### src/rtl/trap_pkg.sv
// Package: shared constants for the trap controller.
// Assumes a single hart with user and machine privilege only.
package trap_pkg;
    localparam logic [1:0] PRIV_U = 2'b00;
    localparam logic [1:0] PRIV_M = 2'b11;

    localparam int unsigned CODE_W = 4;

    localparam logic [3:0] EXC_FETCH_MIS = 4'd0;
    localparam logic [3:0] EXC_ILLEGAL   = 4'd2;
    localparam logic [3:0] EXC_BREAK     = 4'd3;
    localparam logic [3:0] EXC_LOAD_MIS  = 4'd4;
    localparam logic [3:0] EXC_STORE_MIS = 4'd6;
    localparam logic [3:0] EXC_ECALL_U   = 4'd8;
    localparam logic [3:0] EXC_ECALL_M   = 4'd11;

    // Interrupt sources, highest preference first
    localparam int unsigned IRQ_SRCS = 6;
    localparam int unsigned IRQ_ORDER [IRQ_SRCS] = '{11, 3, 7, 8, 0, 4};
endpackage

### src/rtl/trap_irq_sel.sv
// Module: trap_irq_sel
// Picks the preferred enabled pending interrupt. Only the codes listed in
// trap_pkg::IRQ_ORDER can fire. Purely combinational.
module trap_irq_sel
    import trap_pkg::*;
#(
    parameter int unsigned NIRQ = 12
) (
    input  logic [NIRQ-1:0]   mie_i,
    input  logic [NIRQ-1:0]   mip_i,
    input  logic              gie_i,
    output logic              hit_o,
    output logic [CODE_W-1:0] code_o
);
    logic [IRQ_SRCS-1:0] src_ready;

    // One qualifier per implemented source
    for (genvar g = 0; g < IRQ_SRCS; g++) begin : g_src
        assign src_ready[g] = mip_i[IRQ_ORDER[g]] & mie_i[IRQ_ORDER[g]] & gie_i;
    end

    // Scan from lowest preference up so the most preferred one is kept
    always_comb begin
        code_o = '0;
        for (int i = IRQ_SRCS - 1; i >= 0; i--) begin
            if (src_ready[i]) code_o = CODE_W'(IRQ_ORDER[i]);
        end
    end

    assign hit_o = |src_ready;
endmodule

### src/rtl/trap_exc_sel.sv
// Module: trap_exc_sel
// Classifies the exception raised by one instruction and forms its trap
// value. Assumes the decoded strobes describe a single instruction.
// Purely combinational.
module trap_exc_sel
    import trap_pkg::*;
#(
    parameter int unsigned XLEN = 64,
    parameter int unsigned ILEN = 32
) (
    input  logic [XLEN-1:0]   pc_i,
    input  logic [ILEN-1:0]   insn_i,
    input  logic [1:0]        priv_i,
    input  logic              illegal_i,
    input  logic              load_i,
    input  logic              store_i,
    input  logic [1:0]        mem_size_i,
    input  logic [XLEN-1:0]   mem_addr_i,
    input  logic              ecall_i,
    input  logic              ebreak_i,
    input  logic              mret_i,
    output logic              hit_o,
    output logic [CODE_W-1:0] code_o,
    output logic [XLEN-1:0]   tval_o
);
    logic [2:0] size_mask;
    logic       addr_mis;
    logic       fetch_mis;
    logic       bad_insn;

    // Low address bits that must be zero for the access size
    always_comb begin
        case (mem_size_i)
            2'd0:    size_mask = 3'b000;
            2'd1:    size_mask = 3'b001;
            2'd2:    size_mask = 3'b011;
            default: size_mask = 3'b111;
        endcase
    end

    assign addr_mis  = |(mem_addr_i[2:0] & size_mask);
    assign fetch_mis = |pc_i[1:0];
    assign bad_insn  = illegal_i | (mret_i & (priv_i == PRIV_U));

    // Fixed precedence among the exception sources
    always_comb begin
        hit_o  = 1'b1;
        code_o = '0;
        tval_o = '0;
        if (fetch_mis) begin
            code_o = EXC_FETCH_MIS;
            tval_o = pc_i;
        end else if (bad_insn) begin
            code_o = EXC_ILLEGAL;
            tval_o = XLEN'(insn_i);
        end else if (ebreak_i) begin
            code_o = EXC_BREAK;
        end else if (ecall_i) begin
            code_o = (priv_i == PRIV_U) ? EXC_ECALL_U : EXC_ECALL_M;
        end else if (load_i && addr_mis) begin
            code_o = EXC_LOAD_MIS;
            tval_o = mem_addr_i;
        end else if (store_i && addr_mis) begin
            code_o = EXC_STORE_MIS;
            tval_o = mem_addr_i;
        end else begin
            hit_o = 1'b0;
        end
    end
endmodule

### src/rtl/trap_ctrl.sv
// Module: trap_ctrl
// Decides at each instruction boundary between retire, trap entry and trap
// return, and holds the machine trap state. Assumes the caller keeps the
// PC and applies redirect_pc_o when redirect_o is high. Synchronous
// active-low reset.
module trap_ctrl
    import trap_pkg::*;
#(
    parameter int unsigned XLEN = 64,
    parameter int unsigned ILEN = 32,
    parameter int unsigned NIRQ = 12
) (
    input  logic            clk,
    input  logic            rst_n,
    input  logic            step_i,
    input  logic [XLEN-1:0] pc_i,
    input  logic [ILEN-1:0] insn_i,
    input  logic            illegal_i,
    input  logic            load_i,
    input  logic            store_i,
    input  logic [1:0]      mem_size_i,
    input  logic [XLEN-1:0] mem_addr_i,
    input  logic            ecall_i,
    input  logic            ebreak_i,
    input  logic            mret_i,
    input  logic [XLEN-1:0] mtvec_i,
    input  logic [NIRQ-1:0] mie_i,
    input  logic [NIRQ-1:0] mip_i,
    output logic            redirect_o,
    output logic [XLEN-1:0] redirect_pc_o,
    output logic            retire_o,
    output logic            trap_o,
    output logic [1:0]      priv_o,
    output logic            mstatus_mie_o,
    output logic            mstatus_mpie_o,
    output logic [1:0]      mstatus_mpp_o,
    output logic [XLEN-1:0] mepc_o,
    output logic [XLEN-1:0] mcause_o,
    output logic [XLEN-1:0] mtval_o
);
    localparam int unsigned PAD_W = XLEN - CODE_W;

    logic              irq_hit;
    logic [CODE_W-1:0] irq_code;
    logic              exc_hit;
    logic [CODE_W-1:0] exc_code;
    logic [XLEN-1:0]   exc_tval;
    logic              take_irq;
    logic              take_exc;
    logic              do_mret;
    logic [XLEN-1:0]   vec_base;
    logic [XLEN-1:0]   trap_pc;

    trap_irq_sel #(.NIRQ(NIRQ)) u_irq (
        .mie_i  (mie_i),
        .mip_i  (mip_i),
        .gie_i  (mstatus_mie_o),
        .hit_o  (irq_hit),
        .code_o (irq_code)
    );

    trap_exc_sel #(.XLEN(XLEN), .ILEN(ILEN)) u_exc (
        .pc_i       (pc_i),
        .insn_i     (insn_i),
        .priv_i     (priv_o),
        .illegal_i  (illegal_i),
        .load_i     (load_i),
        .store_i    (store_i),
        .mem_size_i (mem_size_i),
        .mem_addr_i (mem_addr_i),
        .ecall_i    (ecall_i),
        .ebreak_i   (ebreak_i),
        .mret_i     (mret_i),
        .hit_o      (exc_hit),
        .code_o     (exc_code),
        .tval_o     (exc_tval)
    );

    // Boundary outcome: interrupts first, then exceptions, then return
    assign take_irq = step_i & irq_hit;
    assign take_exc = step_i & exc_hit & ~irq_hit;
    assign trap_o   = take_irq | take_exc;
    assign do_mret  = step_i & mret_i & ~trap_o;
    assign retire_o = step_i & ~trap_o;

    // Trap target: base, plus code offset for vectored interrupts
    assign vec_base = {mtvec_i[XLEN-1:2], 2'b00};
    always_comb begin
        trap_pc = vec_base;
        if (take_irq && mtvec_i[1:0] == 2'b01)
            trap_pc = vec_base + {{(PAD_W - 2){1'b0}}, irq_code, 2'b00};
    end

    // Next-PC request toward the fetch logic
    always_comb begin
        redirect_o    = ~rst_n | trap_o | do_mret;
        redirect_pc_o = '0;
        if (rst_n) redirect_pc_o = trap_o ? trap_pc : mepc_o;
    end

    // Trap state: reset, trap entry and trap return
    always_ff @(posedge clk) begin
        if (!rst_n) begin
            priv_o         <= PRIV_M;
            mstatus_mie_o  <= 1'b0;
            mstatus_mpie_o <= 1'b0;
            mstatus_mpp_o  <= PRIV_U;
            mepc_o         <= '0;
            mcause_o       <= '0;
            mtval_o        <= '0;
        end else if (trap_o) begin
            priv_o         <= PRIV_M;
            mstatus_mie_o  <= 1'b0;
            mstatus_mpie_o <= mstatus_mie_o;
            mstatus_mpp_o  <= priv_o;
            mepc_o         <= {pc_i[XLEN-1:2], 2'b00};
            mcause_o       <= take_irq ? {1'b1, {(PAD_W - 1){1'b0}}, irq_code}
                                       : {{PAD_W{1'b0}}, exc_code};
            mtval_o        <= take_irq ? '0 : exc_tval;
        end else if (do_mret) begin
            priv_o         <= mstatus_mpp_o;
            mstatus_mie_o  <= mstatus_mpie_o;
            mstatus_mpie_o <= 1'b1;
            mstatus_mpp_o  <= PRIV_U;
        end
    end
endmodule

### config.mk
export PLATFORM = sky130hd
export DESIGN_NAME = trap_ctrl
export DESIGN_NICKNAME = d
export VERILOG_FILES = /design/src/rtl/trap_pkg.sv /design/src/rtl/trap_irq_sel.sv /design/src/rtl/trap_exc_sel.sv /design/src/rtl/trap_ctrl.sv
export SDC_FILE = /design/constraint.sdc
export NUM_CORES = 1
export LEC_CHECK = 0
export ABC_AREA = 1
export BUFFER_PORTS_ARGS = -buffer_cell sky130_fd_sc_hd__buf_4
export CAP_MARGIN = 30
export CORE_AREA = 3 3 200 202
export DETAILED_ROUTE_END_ITERATION = 16
export DIE_AREA = 0 0 203 205
export PLACE_DENSITY = 0.52
export REMOVE_ABC_BUFFERS = 1
export SLEW_MARGIN = 40
export SYNTH_ARGS = -nofsm -noshare
export SYNTH_HDL_FRONTEND = slang
export SYNTH_SLANG_ARGS = --single-unit
export TNS_END_PERCENT = 50
### constraint.sdc
create_clock -name clk -period 3.5 [get_ports clk]
set_input_delay 0.175 -clock clk [delete_from_list [all_inputs] [get_ports clk]]
set_output_delay 0.175 -clock clk [all_outputs]
set_load 0.02 [all_outputs]
==> results by stage, run 1 <==
Run status:
- The run finished with clean final reports.

Logic synthesis:
- By count the netlist is led by sky130_fd_sc_hd__nand2_1, sky130_fd_sc_hd__nand3_1, sky130_fd_sc_hd__inv_1, sky130_fd_sc_hd__nor2_1, sky130_fd_sc_hd__dfxtp_1.
- The largest area contributor in the netlist is sky130_fd_sc_hd__dfxtp_1.
- sky130_fd_sc_hd__nand2_1 is the most common cell in the netlist.
- Counting flops and latches in the post-synthesis netlist gives 137.
- The number of different library cells used by synthesis comes to 37.
- For this run, the leading register cell type out of synthesis is sky130_fd_sc_hd__dfxtp_1.
- The number of flops mapped to enable cells by yosys is 0.
- The netlist area before placement is roughly 0.01 mm².
- Yosys attributes the largest share of cell area to sky130_fd_sc_hd__dfxtp_1, sky130_fd_sc_hd__nand2_1, sky130_fd_sc_hd__nand3_1.
- The mean post-synth cell area is 5.89 µm².
- The fraction of registers with async set/reset is 0.
- The area share of the largest cell type after synthesis is 0.276.
- In the synthesized netlist, the number of instances is roughly 1.7k.
- The share of the Yosys chip area taken by registers is 0.276.
- The count of warnings emitted by yosys is 0.

Critical path:
- The slowest stage of the critical path belongs to the cell sky130_fd_sc_hd__dfxtp_4.
- The kind of launch point of the worst setup path is a register.
- Across all register-to-register paths, the minimum setup slack is approximately 0.91 ns.
- The longest individual stage delay on the worst path is just over 0.4 ns.
- The critical setup path kind is reg -> out.
- The worst register-to-register path begins at priv_o[1].
- The cell repeated most along the worst path is sky130_fd_sc_hd__nand3_1.
- In this run the critical register-to-register path is captured at mtval_o[30].
- The number of buffers and inverters on the critical path is 2.
- The kind of cell adding the most delay to the critical path is simple AND/OR/NAND/NOR gates.
- The worst setup path is captured at an output pin.
- Along the worst path, the maximum fanout reaches 9.
- The signal on the critical path passes through nand3_2 -> nand3_1 -> ha_2 -> fa_1 -> nand3_1 -> nand3_1 -> buf_4 -> nand4_1 -> nor2_1 -> nand2_1 -> nand2_1 -> nand3_1 -> a21oi_1 -> buf_4.
- The arrival time reported for the critical path endpoint is 3.11 ns.
- Measured in cells, the most critical reg-to-reg path has a length of 11.
- For the worst setup path, the data required time is between 3 and 4 ns.

Timing:
- Clock skew on the completed layout was measured at a little under 0.01 ns.
- The worst hold slack is 0.0290 ns.
- Setup repair after global routing left no endpoint under its margin.
- The slew at the pin with the worst max-slew slack is 0.745 ns.
- Setup total negative slack on the finished layout was measured at 0 ns.
- The clock period could shrink to around 3.3 ns.
- Dividing the final minimum period by the clock period gives 0.939.
- The final hold violation count is 0.
- Setup violations remaining at the end of the flow were counted as 0.
- The maximum frequency from static timing analysis is between 0.3 and 0.4 GHz.
- The max-slew violation total from the final report is 0.
- Headroom to the max-slew limit came out at 0.503.

Power:
- Of the total power, the clock network draws 0.391.
- The internal power component is about 3400 µW.
- The static leakage is around 0.0070 µW.
- The total power is approximately 4900 µW.
- The proportion of power drawn by flip-flops and latches is 0.346.
- The maximum vdd drop is around 0.35 mV.
- The net load switching power is between 1500 and 2000 µW.
- The power density of the placed cells is between 300 and 400 mW/mm².
- The part of the power in combinational logic is 0.263.
- The net switching fraction of the power is 0.315.

Routing:
- For this run, design rule violations remaining after detail routing come to 0.
- The routed wire length is roughly 46 mm.
- The length of the first detailed-routing pass in iterations is 5.
- Detailed routing inserted a total of between 10k and 15k vias.
- The number of vias per cell is 4.55.
- For this block, the initial DRC count from the detailed router was about 650.
- The number of nets with antenna violations after detailed routing is 0.
- The detailed-route wire length per cell is 17.1 µm.

Global routing:
- Entering global routing, the biggest net connects between 70 and 80 pins.
- The first-pass GRT wire length is about 68 mm.
- In the global route stage, met1 resource usage came out at 0.254.
- The fraction of met2 tracks used by global routing is 0.367.
- The number of antenna violations at the first check in global routing is 1.
- The layer with the highest usage is met2.
- The met3 capacity usage during global routing is 0.0437.
- The total overflow left after global routing is 0.
- For this run, the total global-route usage over all layers was measured as 0.209.
- The number of global-route vias before repair came to about 12k.

Finish:
- In the final layout, the share of cells above drive strength 1 is 0.271.
- The post-layout net count is around 2.4k.
- The core occupancy in the finished layout is 0.386.
- From synthesis to final layout, the design area changed by 49.0%.

Worst hold path:
- The worst hold path begins at pc_i[29].
- The number of cells on the worst hold path is 3.
- The path class of the tightest hold or removal check is in -> reg.
- The worst hold path terminates at mepc_o[29].

Die:
- The count of standard-cell rows is just over 70.
- The die covers between 0.04 and 0.05 mm².
- The effective utilization at floorplan is 0.259.
- After floorplanning, the core was sized to cover 0.0385 mm².
- The top-level I/O count is roughly 520.
- The vertical die dimension is 205 µm.
- The width of the chip is just over 200 µm.

Clock tree:
- The H-tree depth is 4.
- The number of buffers on the longest clock path is 2.
- Buffers inserted during clock tree synthesis total 17.
- The clock network latency to the later pin of the worst-skew pair is 0.44 ns.
- The clock tree from TritonCTS is done.
- The number of sinks driven by the clock tree is about 140.
- After clock tree synthesis, the clock-pin slew on the worst setup and hold paths is 0.06 ns.
- The root buffer cell is sky130_fd_sc_hd__clkbuf_16.

Flow run:
- The max-cap check violation count is 0.

Place:
- The HPWL after detailed placement is about 36 mm.
- The global placement routability congestion is roughly 0.89.
- Buffers placed on the I/O ports in this run total 448.
-- layout by cell type, fill, tap and decap left out, types with 8 or more instances in the layout --
cell                            netlist  final
sky130_fd_sc_hd__nand2_1            565    565
sky130_fd_sc_hd__buf_4               70    472
sky130_fd_sc_hd__nand3_1            169    165
sky130_fd_sc_hd__inv_1              142    140
sky130_fd_sc_hd__dfxtp_1            137    136
sky130_fd_sc_hd__nor2_1             142    134
sky130_fd_sc_hd__a21oi_1            126    123
sky130_fd_sc_hd__o21ai_0            109    108
sky130_fd_sc_hd__conb_1               1     63
sky130_fd_sc_hd__dlygate4sd3_1        0     60
sky130_fd_sc_hd__o21ai_1             30     31
sky130_fd_sc_hd__nand4_1             20     20
sky130_fd_sc_hd__clkbuf_16            0     17
sky130_fd_sc_hd__or2_2               14     14
sky130_fd_sc_hd__nand2_2             13     13
sky130_fd_sc_hd__nor2_2               5     10
sky130_fd_sc_hd__nand3_2              7     10
sky130_fd_sc_hd__o21ai_2             10     10
sky130_fd_sc_hd__xor2_1               8      8
-- through the flow --
step,setup slack (ns),cells,area (µm²)
after CTS,0.00415,2687,14700
after global routing,0.00224,2689,14800
after detailed placement,0.280,2596,13500
after global placement,0.351,2596,13500
after floorplan,0.230,1602,9240
final,0.212,2689,14800
-- kinds of logic (layout without fill, tap and decap cells) --
family / after synthesis / in the layout / share of synthesized area
xor gates and xnor gates: 15 / 15 / 0.0132
DFF: 137 / 137 / 0.276
adders and majority gates: 5 / 5 / 0.00704
and+or+nand+nor: 953 / 953 / 0.406
AOI/OAI and AO/OA: 281 / 281 / 0.147
other: 1 / 64 / 0.000377
buffers and inverters: 297 / 716 / 0.151
-- area by class of cell --
cell class                 instances  area (µm²)
multi-input combinational       1317        6030
fill                            4182       23600
timing repair buffer             537        4240
inverter                         148         558
clock buffer                      20         467
antenna                            1        2.50
sequential                       137        2750
clock inverter                    11         145
tap                              518         648
-- registers in the layout (all words and copies together), names as in the netlist --
signal and flops:
priv_o 2, mtval_o 64, mcause_o 5, mstatus_mpp_o 2
mstatus_mie_o 1, mepc_o 62, mstatus_mpie_o 1
-- per-layer routing --
metal / up-vias / routed length, µm
met5: - / 0
met4: 0 / 1530
met3: 67 / 2650
met2: 409 / 22400
met1: 5538 / 19300
li1: 6213 / -
-- power groups by stage --
stage | Combinational, µW | Sequential, µW | Clock [µW]
after floorplan | 475 | 1840 | 0
after global placement | 1240 | 1730 | 0
after detailed placement | 1240 | 1730 | 0
after CTS | 1300 | 1700 | 1970
after global routing | 1410 | 1710 | 2020
final | 1290 | 1700 | 1920
-- timing repair --
item / CTS / global route
hold endpoints to repair: 60 / 0
hold buffers: 60 / 0
gates resized for setup: 3 / 22
setup buffers: 0 / 1
pin swaps: 0 / 2
endpoints found under the setup margin: 38 / 39
-- how the worst max path moves through the flow --
stage / cells after the start / from / end / slack (ns)
floorplan: 10 / mstatus_mie_o / mtval_o[0] / 0.23
global placement: 15 / mstatus_mie_o / redirect_pc_o[54] / 0.35
detailed placement: 15 / mstatus_mie_o / redirect_pc_o[54] / 0.28
CTS: 15 / mstatus_mie_o / redirect_pc_o[54] / 0.004
global route: 16 / mstatus_mie_o / redirect_pc_o[51] / 0.002
finish: 14 / mstatus_mie_o / redirect_pc_o[58] / 0.21
-- tightest hold or removal path, stage by stage --
cell,delay [ns]
sky130_fd_sc_hd__buf_4,0.12
sky130_fd_sc_hd__nand2_1,0.06
sky130_fd_sc_hd__a21oi_1,0.06
(Power assumes the default switching activity.)
==> inputs of run 2 (changes only) <==
--- a/config.mk
+++ b/config.mk
@@ -11,7 +11,7 @@
 export CORE_AREA = 3 3 200 202
 export DETAILED_ROUTE_END_ITERATION = 16
 export DIE_AREA = 0 0 203 205
-export PLACE_DENSITY = 0.52
+export PLACE_DENSITY = 0.61
 export REMOVE_ABC_BUFFERS = 1
 export SLEW_MARGIN = 40
 export SYNTH_ARGS = -nofsm -noshare
==> run 2 against run 1 <==
Sequential share of layout area increased by 0.072 points. Flip-flop and latch count unchanged. Routed wire length fell by 0.24%. Fmax increased by 0.69%. Register-to-register slack better by 0.11 ns. Via count is 2.0% higher. Cell area fell by 0.39%. Core utilization shrank 0.15 points. Die area is the same. Combinational power hardly changed. Cell count fell by 0.11%. First-iteration DRC count increased by 6.9%. Largest cell class unchanged. Highest routed layer is now met5.
==> results by stage, run 2 (synthesis gave the netlist of run 1 again) <==
Routing:
- The number of vias per cell is 4.64 (+2.1%).
- The number of nets with antenna violations after detailed routing was 0 (unchanged).
- The violation count after the first detailed-route iteration is 698 (+6.9%).
- The number of vias in the routed layout came to 12.5k (+2.0%).
- The detailed-route wire length per cell was 17.1 µm (-0.12%).
- The routed wire length is 45.8 mm (-0.24%).
- The number of DRC violations after detailed routing is 0 (unchanged).
- The length of the first detailed-routing pass in iterations came to 5 (unchanged).

Power:
- The internal power component was 3270 µW (-2.7%).
- The power share of the clock group is 0.379 (-0.012).
- The power density of the placed cells is 327 mW/mm² (-1.4%).
- The proportion of power drawn by flip-flops and latches is 0.352 (+0.006).
- The net switching fraction of the power is 0.322 (+0.00664).
- The maximum vdd drop was 0.340 mV (-2.4%).
- The total power is 4830 µW (-1.8%).
- The part of the power in combinational logic is 0.269 (+0.006).
- The net load switching power is 1550 µW (+0.30%).
- The static leakage is 0.00701 µW (-0.24%).

Die:
- The top-level I/O count was 524 (unchanged).
- The width of the chip is 203 µm (unchanged).
- The total die area is 0.0416 mm² (unchanged).
- The core region area is 0.0385 mm² (unchanged).
- The count of standard-cell rows is 72 (unchanged).
- The effective utilization at floorplan is 0.259 (unchanged).
- The vertical die dimension is 205 µm (unchanged).

Clock tree:
- The clock tree from TritonCTS is done.
- The H-tree depth came to 4 (unchanged).
- The TritonCTS buffer count is 17 (unchanged).
- The clock transition at the registers of the reported paths is 0.06 ns (about the same).
- The root buffer cell is sky130_fd_sc_hd__clkbuf_16.
- The clock network latency to the later pin of the worst-skew pair is 0.44 ns (about the same).
- The number of sinks driven by the clock tree is 137 (unchanged).
- The number of buffers on the longest clock path was 2 (unchanged).

Finish:
- The largest registers in the layout are mtval_o (64), mepc_o (62), mcause_o (5).
- The post-synthesis to final-layout area growth is 48.5%.
- The largest register by flop count is mtval_o.
- The post-layout net count was 2419 (-0.12%).
- Leaving out fill and tap cells, the most frequent cells in the layout are sky130_fd_sc_hd__nand2_1, sky130_fd_sc_hd__buf_4, sky130_fd_sc_hd__nand3_1.
- The flip-flop count of the largest register, all copies and words added is 64 (unchanged).
- The layout cell share with drive strength beyond 1 was 0.268 (-0.00332).
- The leading cell type in the layout, fill and taps excluded is sky130_fd_sc_hd__nand2_1.

Place:
- The number of port buffers was 448 (unchanged).
- The global placement routability congestion was 0.961 (+8.2%).
- The estimated wirelength of the detail-placed design is 36.3 mm (-0.43%).

Timing:
- The maximum frequency from static timing analysis is 0.306 GHz (+0.69%).
- The shortest period the worst path allows is 3.26 ns (-0.0227 ns).
- The share of the clock period used by the worst path was 0.933 (-0.00648).
- The aggregate negative setup slack is 0 ns (unchanged).
- The post-route clock skew was 0.00797 ns (-0.00171 ns).
- The final hold violation count is 0 (unchanged).
- The final setup violation count came to 0 (unchanged).
- The headroom to the max-slew limit is 0.516 (+0.0124).
- The max-slew violation total from the final report is 0 (unchanged).
- The slew at the pin with the worst max-slew slack is 0.727 ns (-0.0186 ns).

Critical path:
- The endpoint required time on the critical path is 3.32 ns (about the same).
- The worst-path maximum fanout is 9 (unchanged).
- The critical setup path kind is reg -> out.
- The worst register-to-register path begins at priv_o[0].
- STA classifies the critical path startpoint as a register.
- The worst setup slack for register-to-register paths is 1.02 ns (+0.11 ns).
- The number of cells on the worst reg-to-reg path is 11 (unchanged).
- The endpoint type of the worst setup path is an output pin.
- The arrival time reported for the critical path endpoint is 3.09 ns (-0.02 ns).
- The worst reg2reg path endpoint is mtval_o[29].

Global routing:
- The pin count of the biggest net entering global routing came to 67 (-5.6%).
- The first-pass GRT wire length is 67.0 mm (-0.95%).
- The number of antenna violations at the first check in global routing came to 2 (+1).
- The sum of overflow across all layers after global routing is 0 (unchanged).
- The combined global-route utilization of all metal layers is 0.210 (+0.000380).
- The number of global-route vias before repair is 11.7k (+0.26%).

Worst hold path:
- The min-delay analysis places its worst path in the category in -> reg.
- The number of cells on the worst hold path was 3 (unchanged).
- The worst hold path terminates at mepc_o[52].
- The worst hold path begins at pc_i[52].

Flow run:
- The max-cap check violation count is 0 (unchanged).

Run status:
- The flow ran to the end, and the final reports show no timing, DRC or antenna violations.
run 2: power by group through the flow:
stage | sequential (µW) | clock [µW] | combinational (µW)
final | 1700 | 1830 | 1300
after floorplan | 1840 | 0 | 475
after CTS | 1700 | 1890 | 1300
after detailed placement | 1730 | 0 | 1250
after global placement | 1730 | 0 | 1230
after global routing | 1710 | 1940 | 1400
run 2: timing repair:
item	CTS	global route
hold buffers	60	0
setup endpoints to repair	34	32
buffers inserted	0	1
endpoints found under the hold margin	60	0
gates resized for setup	6	15
pin swaps	1	2
run 2: critical path, stage by stage (launching register included):
cell and delay, ns:
sky130_fd_sc_hd__dfxtp_4 0.41, sky130_fd_sc_hd__nand3_2 0.13, sky130_fd_sc_hd__nand2_1 0.09, sky130_fd_sc_hd__o21ai_1 0.12
sky130_fd_sc_hd__ha_1 0.41, sky130_fd_sc_hd__nand2_1 0.11, sky130_fd_sc_hd__nand3_2 0.13, sky130_fd_sc_hd__nand3_2 0.14
sky130_fd_sc_hd__nor2_2 0.19, sky130_fd_sc_hd__nand2_1 0.12, sky130_fd_sc_hd__nor2_2 0.17, sky130_fd_sc_hd__nand2_1 0.07
sky130_fd_sc_hd__nand2_1 0.06, sky130_fd_sc_hd__nand3_1 0.14, sky130_fd_sc_hd__a21oi_1 0.20, sky130_fd_sc_hd__buf_4 0.16
run 2: cell type report:
cell class              count  area, µm²
well taps                 518        648
multi-input cells        1317       6000
fillers                  4216      23700
clock inverters            11        124
repair buffers            534       4240
inverters                 148        558
diodes                      1       2.50
clock buffers              20        457
flip-flops and latches    137       2750
run 2: layer usage:
metal | up-vias | part of all wire | GRT usage
met5 | - | 0.00059 | 0
met3 | 100 | 0.068 | 0.0515
met1 | 5672 | 0.40 | 0.249
met4 | 4 | 0.042 | 0.101
li1 | 6214 | - | -
met2 | 481 | 0.49 | 0.355
run 2: worst max-delay path by stage:
stage / startpoint / slack (ns) / endpoint / depth (start not counted)
after floorplan: mstatus_mie_o / 0.23 / mtval_o[0] / 10
after global placement: mstatus_mie_o / 0.26 / redirect_pc_o[53] / 15
after detailed placement: mstatus_mie_o / 0.17 / redirect_pc_o[53] / 15
after CTS: mstatus_mie_o / 0.03 / redirect_pc_o[51] / 16
after global routing: mstatus_mie_o / -0.005 / redirect_pc_o[51] / 16
final: mstatus_mie_o / 0.24 / redirect_pc_o[54] / 15
run 2: metrics by stage:
step,worst slack [ns],instance area [µm²],cells,hold slack (ns),util
4_1_cts,0.0285,14700,2684,0.0164,0.382
2_1_floorplan,0.230,9240,1602,0.313,-
6_report,0.235,14800,2686,0.0395,0.384
5_1_grt,-0.00502,14800,2685,0.0391,0.384
3_5_place_dp,0.172,13500,2593,0.446,0.351
3_3_place_gp,0.260,13500,2592,0.440,0.351
==> inputs of run 3 (changes only) <==
--- a/config.mk
+++ b/config.mk
@@ -5,13 +5,12 @@
 export SDC_FILE = /design/constraint.sdc
 export NUM_CORES = 1
 export LEC_CHECK = 0
-export ABC_AREA = 1
 export BUFFER_PORTS_ARGS = -buffer_cell sky130_fd_sc_hd__buf_4
 export CAP_MARGIN = 30
-export CORE_AREA = 3 3 200 202
+export CORE_AREA = 3 3 204 206
 export DETAILED_ROUTE_END_ITERATION = 16
-export DIE_AREA = 0 0 203 205
-export PLACE_DENSITY = 0.61
+export DIE_AREA = 0 0 207 209
+export PLACE_DENSITY = 0.54
 export REMOVE_ABC_BUFFERS = 1
 export SLEW_MARGIN = 40
 export SYNTH_ARGS = -nofsm -noshare
==> run 3 against run 2 <==
Flip-flop and latch count is the same. Largest cell class unchanged. Routed wire length shrank 9.9%. Critical endpoint is now redirect_pc_o[63]. Non-clock buffer count grew 47. Global-route usage shrank 2.7 points.
==> results by stage, run 3 <==
Die:
- The count of standard-cell rows is 73 (+1.4%).
- The core region area is 0.0398 mm² (+3.5%).
- The total die area is 0.0433 mm² (+4.0%).
- The vertical die dimension is 209 µm (+2.0%).
- The width of the chip was 207 µm (+2.0%).
- The top-level I/O count is 524 (unchanged).
- The effective utilization at floorplan came to 0.201 (-0.0577).

Timing:
- The final setup violation count came to 0 (unchanged).
- The max-slew violation total from the final report is 0 (unchanged).
- The shortest period the worst path allows is 3.28 ns (+0.0198 ns).
- Setup repair after global routing left no endpoint under its margin.
- The worst hold slack is 0.0312 ns (-0.00835 ns).
- The final hold violation count was 0 (unchanged).
- The headroom to the max-slew limit is 0.420 (-0.0954).
- The maximum frequency from static timing analysis is 0.304 GHz (-0.60%).
- The post-route clock skew is 0.00889 ns (+0.000921 ns).
- The share of the clock period used by the worst path is 0.938 (+0.00565).
- The slew at the pin with the worst max-slew slack is 0.870 ns (+0.143 ns).

Logic synthesis:
- The share of synthesized area occupied by flip-flops and latches is 0.343 (+0.0670).
- The share of synthesized cell area in full adder, half adder and majority cells was 0.00875 (+0.00171).
- The area share of the largest cell type after synthesis came to 0.343 (+0.0670).
- The leading cell type by number of instances after synthesis is sky130_fd_sc_hd__nand2_1.
- The parity-gate share of the synthesized area counting xor and xnor cells is 0.0624 (+0.0492).
- The netlist area before placement came to 0.00801 mm² (-20%).
- The simple-gate portion of the synthesized area came to 0.251 (-0.155).
- The instance count of the mapped netlist is 1109 (-34%).
- The complex-gate fraction of the synthesized area is 0.225 (+0.0777).
- The number of library cell types mapped by synthesis is 49 (+32%).
- The main combinational cell family by area after synthesis is simple AND/OR/NAND/NOR gates.
- The fraction of registers with async set/reset is 0 (unchanged).
- Yosys attributes the largest share of cell area to sky130_fd_sc_hd__dfxtp_1, sky130_fd_sc_hd__nand2_1, sky130_fd_sc_hd__o21ai_0.
- Among all flip-flop cells after synthesis, the most frequent one is sky130_fd_sc_hd__dfxtp_1.
- The largest total area in the synthesized netlist belongs to sky130_fd_sc_hd__dfxtp_1.
- After synthesis, the most frequently instantiated cells are sky130_fd_sc_hd__nand2_1, sky130_fd_sc_hd__dfxtp_1, sky130_fd_sc_hd__o21ai_0, sky130_fd_sc_hd__a21oi_1, sky130_fd_sc_hd__buf_4.
- The post-synthesis mux area share is 0.00406 (+0.00406).
- The count of warnings emitted by yosys is 0 (unchanged).
- The number of flops mapped to enable cells by yosys is 0 (unchanged).
- The number of synthesized register bits is 137 (unchanged).
- The mean post-synth cell area is 7.22 µm² (+23%).

Worst hold path:
- In this run the worst hold path is classified as in -> reg.
- The number of cells on the worst hold path is 3 (unchanged).
- The worst hold path terminates at mtval_o[51].
- In this run the most critical hold path is launched from mem_addr_i[51].

Power:
- The static leakage is 0.00584 µW (-17%).
- The power density of the placed cells was 370 mW/mm² (+13%).
- The maximum vdd drop was 0.289 mV (-15%).

Critical path:
- The arrival time reported for the critical path endpoint was 3.11 ns (+0.02 ns).
- The worst setup slack for register-to-register paths came to 0.83 ns (-0.19 ns).
- The number of cells on the worst reg-to-reg path is 9 (-2).
- The critical setup path kind is reg -> out.
- The worst reg2reg path endpoint is mtval_o[36].
- STA classifies the critical path endpoint as an output pin.
- STA classifies the critical path startpoint as a register.
- The launch instance of the worst register-to-register path is priv_o[1].
- The endpoint required time on the critical path is 3.32 ns (about the same).
- The worst-path maximum fanout is 22 (+13).

Clock tree:
- In this run the clock root is driven by a sky130_fd_sc_hd__clkbuf_16.
- The number of buffers on the longest clock path came to 2 (unchanged).
- The H-tree depth came to 4 (unchanged).
- The TritonCTS buffer count was 17 (unchanged).
- The clock tree from TritonCTS is done.
- The clock network latency to the later pin of the worst-skew pair is 0.44 ns (about the same).
- The number of sinks driven by the clock tree was 137 (unchanged).
- The clock transition at the registers of the reported paths is 0.07 ns (about the same).

Global routing:
- The number of global-route vias before repair is 10.3k (-12%).
- The combined global-route utilization of all metal layers is 0.183 (-0.0267).
- The sum of overflow across all layers after global routing is 0 (unchanged).
- The pin count of the biggest net entering global routing was 83 (+24%).
- The first-pass GRT wire length is 61.5 mm (-8.3%).
- The number of antenna violations at the first check in global routing was 0 (-2).

Finish:
- The flip-flop count of the largest register, all copies and words added came to 64 (unchanged).
- The register cell area after layout came to 0.00274 mm² (-0.14%).
- The number of fill cells came to 4298 (+1.9%).
- The largest register by flop count is mtval_o.
- The layout cell share with drive strength beyond 1 is 0.329 (+0.0608).
- The final non-filler cell total came to 2174 (-19%).
- Leaving out fill and tap cells, the most frequent cells in the layout are sky130_fd_sc_hd__buf_4, sky130_fd_sc_hd__nand2_1, sky130_fd_sc_hd__dfxtp_1.
- The total area of multi-input combinational cells is 0.00471 mm² (-22%).
- The post-synthesis to final-layout area growth is 68.2%.
- The largest registers in the layout are mtval_o (64), mepc_o (62), mcause_o (5).
- The leading cell type in the layout, fill and taps excluded is sky130_fd_sc_hd__buf_4.
- The post-layout net count is 1899 (-21%).

Place:
- The global placement routability congestion was 0.866 (-9.9%).
- The number of placed cells counting well taps is 2049 (-21%).
- The estimated wirelength of the detail-placed design came to 31.4 mm (-14%).
- The number of port buffers is 448 (unchanged).

Run status:
- The run finished with clean final reports.

Routing:
- The number of DRC violations after detailed routing is 0 (unchanged).
- The detailed-route wire length per cell is 19.0 µm (+11%).
- The number of vias in the routed layout is 10.1k (-19%).
- The violation count after the first detailed-route iteration was 512 (-27%).
- The length of the first detailed-routing pass in iterations is 5 (unchanged).
- The number of nets with antenna violations after detailed routing is 0 (unchanged).
- The routed wire length was 41.3 mm (-9.9%).
- The number of vias per cell is 4.62 (-0.41%).

Flow run:
- The max-cap check violation count is 0 (unchanged).
run 3: how the worst max path moves through the flow:
| stage | startpoint | to | slack, ns | cells after the start |
|---|---|---|---|---|
| after floorplan | pc_i[0] | redirect_o | -2.46 | 5 |
| after global placement | mip_i[7] | redirect_pc_o[63] | 0.16 | 12 |
| after detailed placement | mip_i[7] | redirect_pc_o[63] | 0.12 | 12 |
| after CTS | priv_o[1] | redirect_pc_o[63] | 0.02 | 9 |
| after global routing | mstatus_mie_o | redirect_pc_o[60] | 0.003 | 13 |
| final | priv_o[1] | redirect_pc_o[63] | 0.22 | 9 |
run 3: what timing repair did:
action	4_1_cts	5_1_grt
resized for setup	1	4
endpoints found under the setup margin	4	33
cloned	0	0
hold endpoints to repair	89	0
buffers inserted	1	2
pin swaps	1	2
hold buffers	89	0
run 3: worst max-delay path, stage by stage (launching register included):
cell,delay (ns)
sky130_fd_sc_hd__dfxtp_1,0.39
sky130_fd_sc_hd__nor2_1,0.10
sky130_fd_sc_hd__a2111o_1,0.53
sky130_fd_sc_hd__or3_1,0.44
sky130_fd_sc_hd__a211oi_4,0.34
sky130_fd_sc_hd__buf_12,0.25
sky130_fd_sc_hd__buf_12,0.18
sky130_fd_sc_hd__nand2_1,0.05
sky130_fd_sc_hd__o21ai_0,0.15
sky130_fd_sc_hd__buf_4,0.21
run 3: metal layers:
| metal | vias to the layer above | track usage | share of wire |
|---|---|---|---|
| li1 | 4816 | - | - |
| met1 | 4712 | 0.206 | 0.39 |
| met2 | 468 | 0.321 | 0.49 |
| met3 | 56 | 0.0634 | 0.086 |
| met4 | 0 | 0.0665 | 0.030 |
| met5 | - | 0 | 0 |
run 3: where the power goes:
group | internal [µW] | leakage [µW] | switching [µW] | total, µW
sequential | 1650 | 0.00113 | 59.5 | 1710
combinational | 560 | 0.00441 | 683 | 1240
clock | 1220 | 0.000307 | 806 | 2030
total | 3430 | 0.00584 | 1550 | 4980
run 3: kinds of logic after synthesis:
kind of cell / after synthesis
xor gates and xnor gates: 57
adders and majority gates: 5
buffers and inverters: 155
and+or+nand+nor: 449
other: 1
muxes: 3
DFF: 137
AOI/OAI and AO/OA: 302
run 3: stage by stage:
| step | power [µW] | setup slack [ns] | cell area [µm²] | TNS (ns) | util |
|---|---|---|---|---|---|
| after detailed placement | 2910 | 0.117 | 11900 | 0 | 0.298 |
| after CTS | 5040 | 0.0245 | 13400 | 0 | 0.337 |
| after floorplan | 2240 | -2.46 | 7460 | -306.57 | - |
| final | 4980 | 0.215 | 13500 | 0 | 0.338 |
| after global routing | 5190 | 0.00301 | 13500 | 0 | 0.338 |
| after global placement | 2890 | 0.162 | 11900 | 0 | 0.298 |
run 3: final cells by class:
class	count	area share
Clock inverter	14	0.0144
Sequential cell	137	0.204
Timing Repair Buffer	581	0.345
Inverter	19	0.00576
Clock buffer	18	0.0326
Tap cell	525	0.0488
Antenna cell	1	0.000186
Multi-Input combinational cell	879	0.350
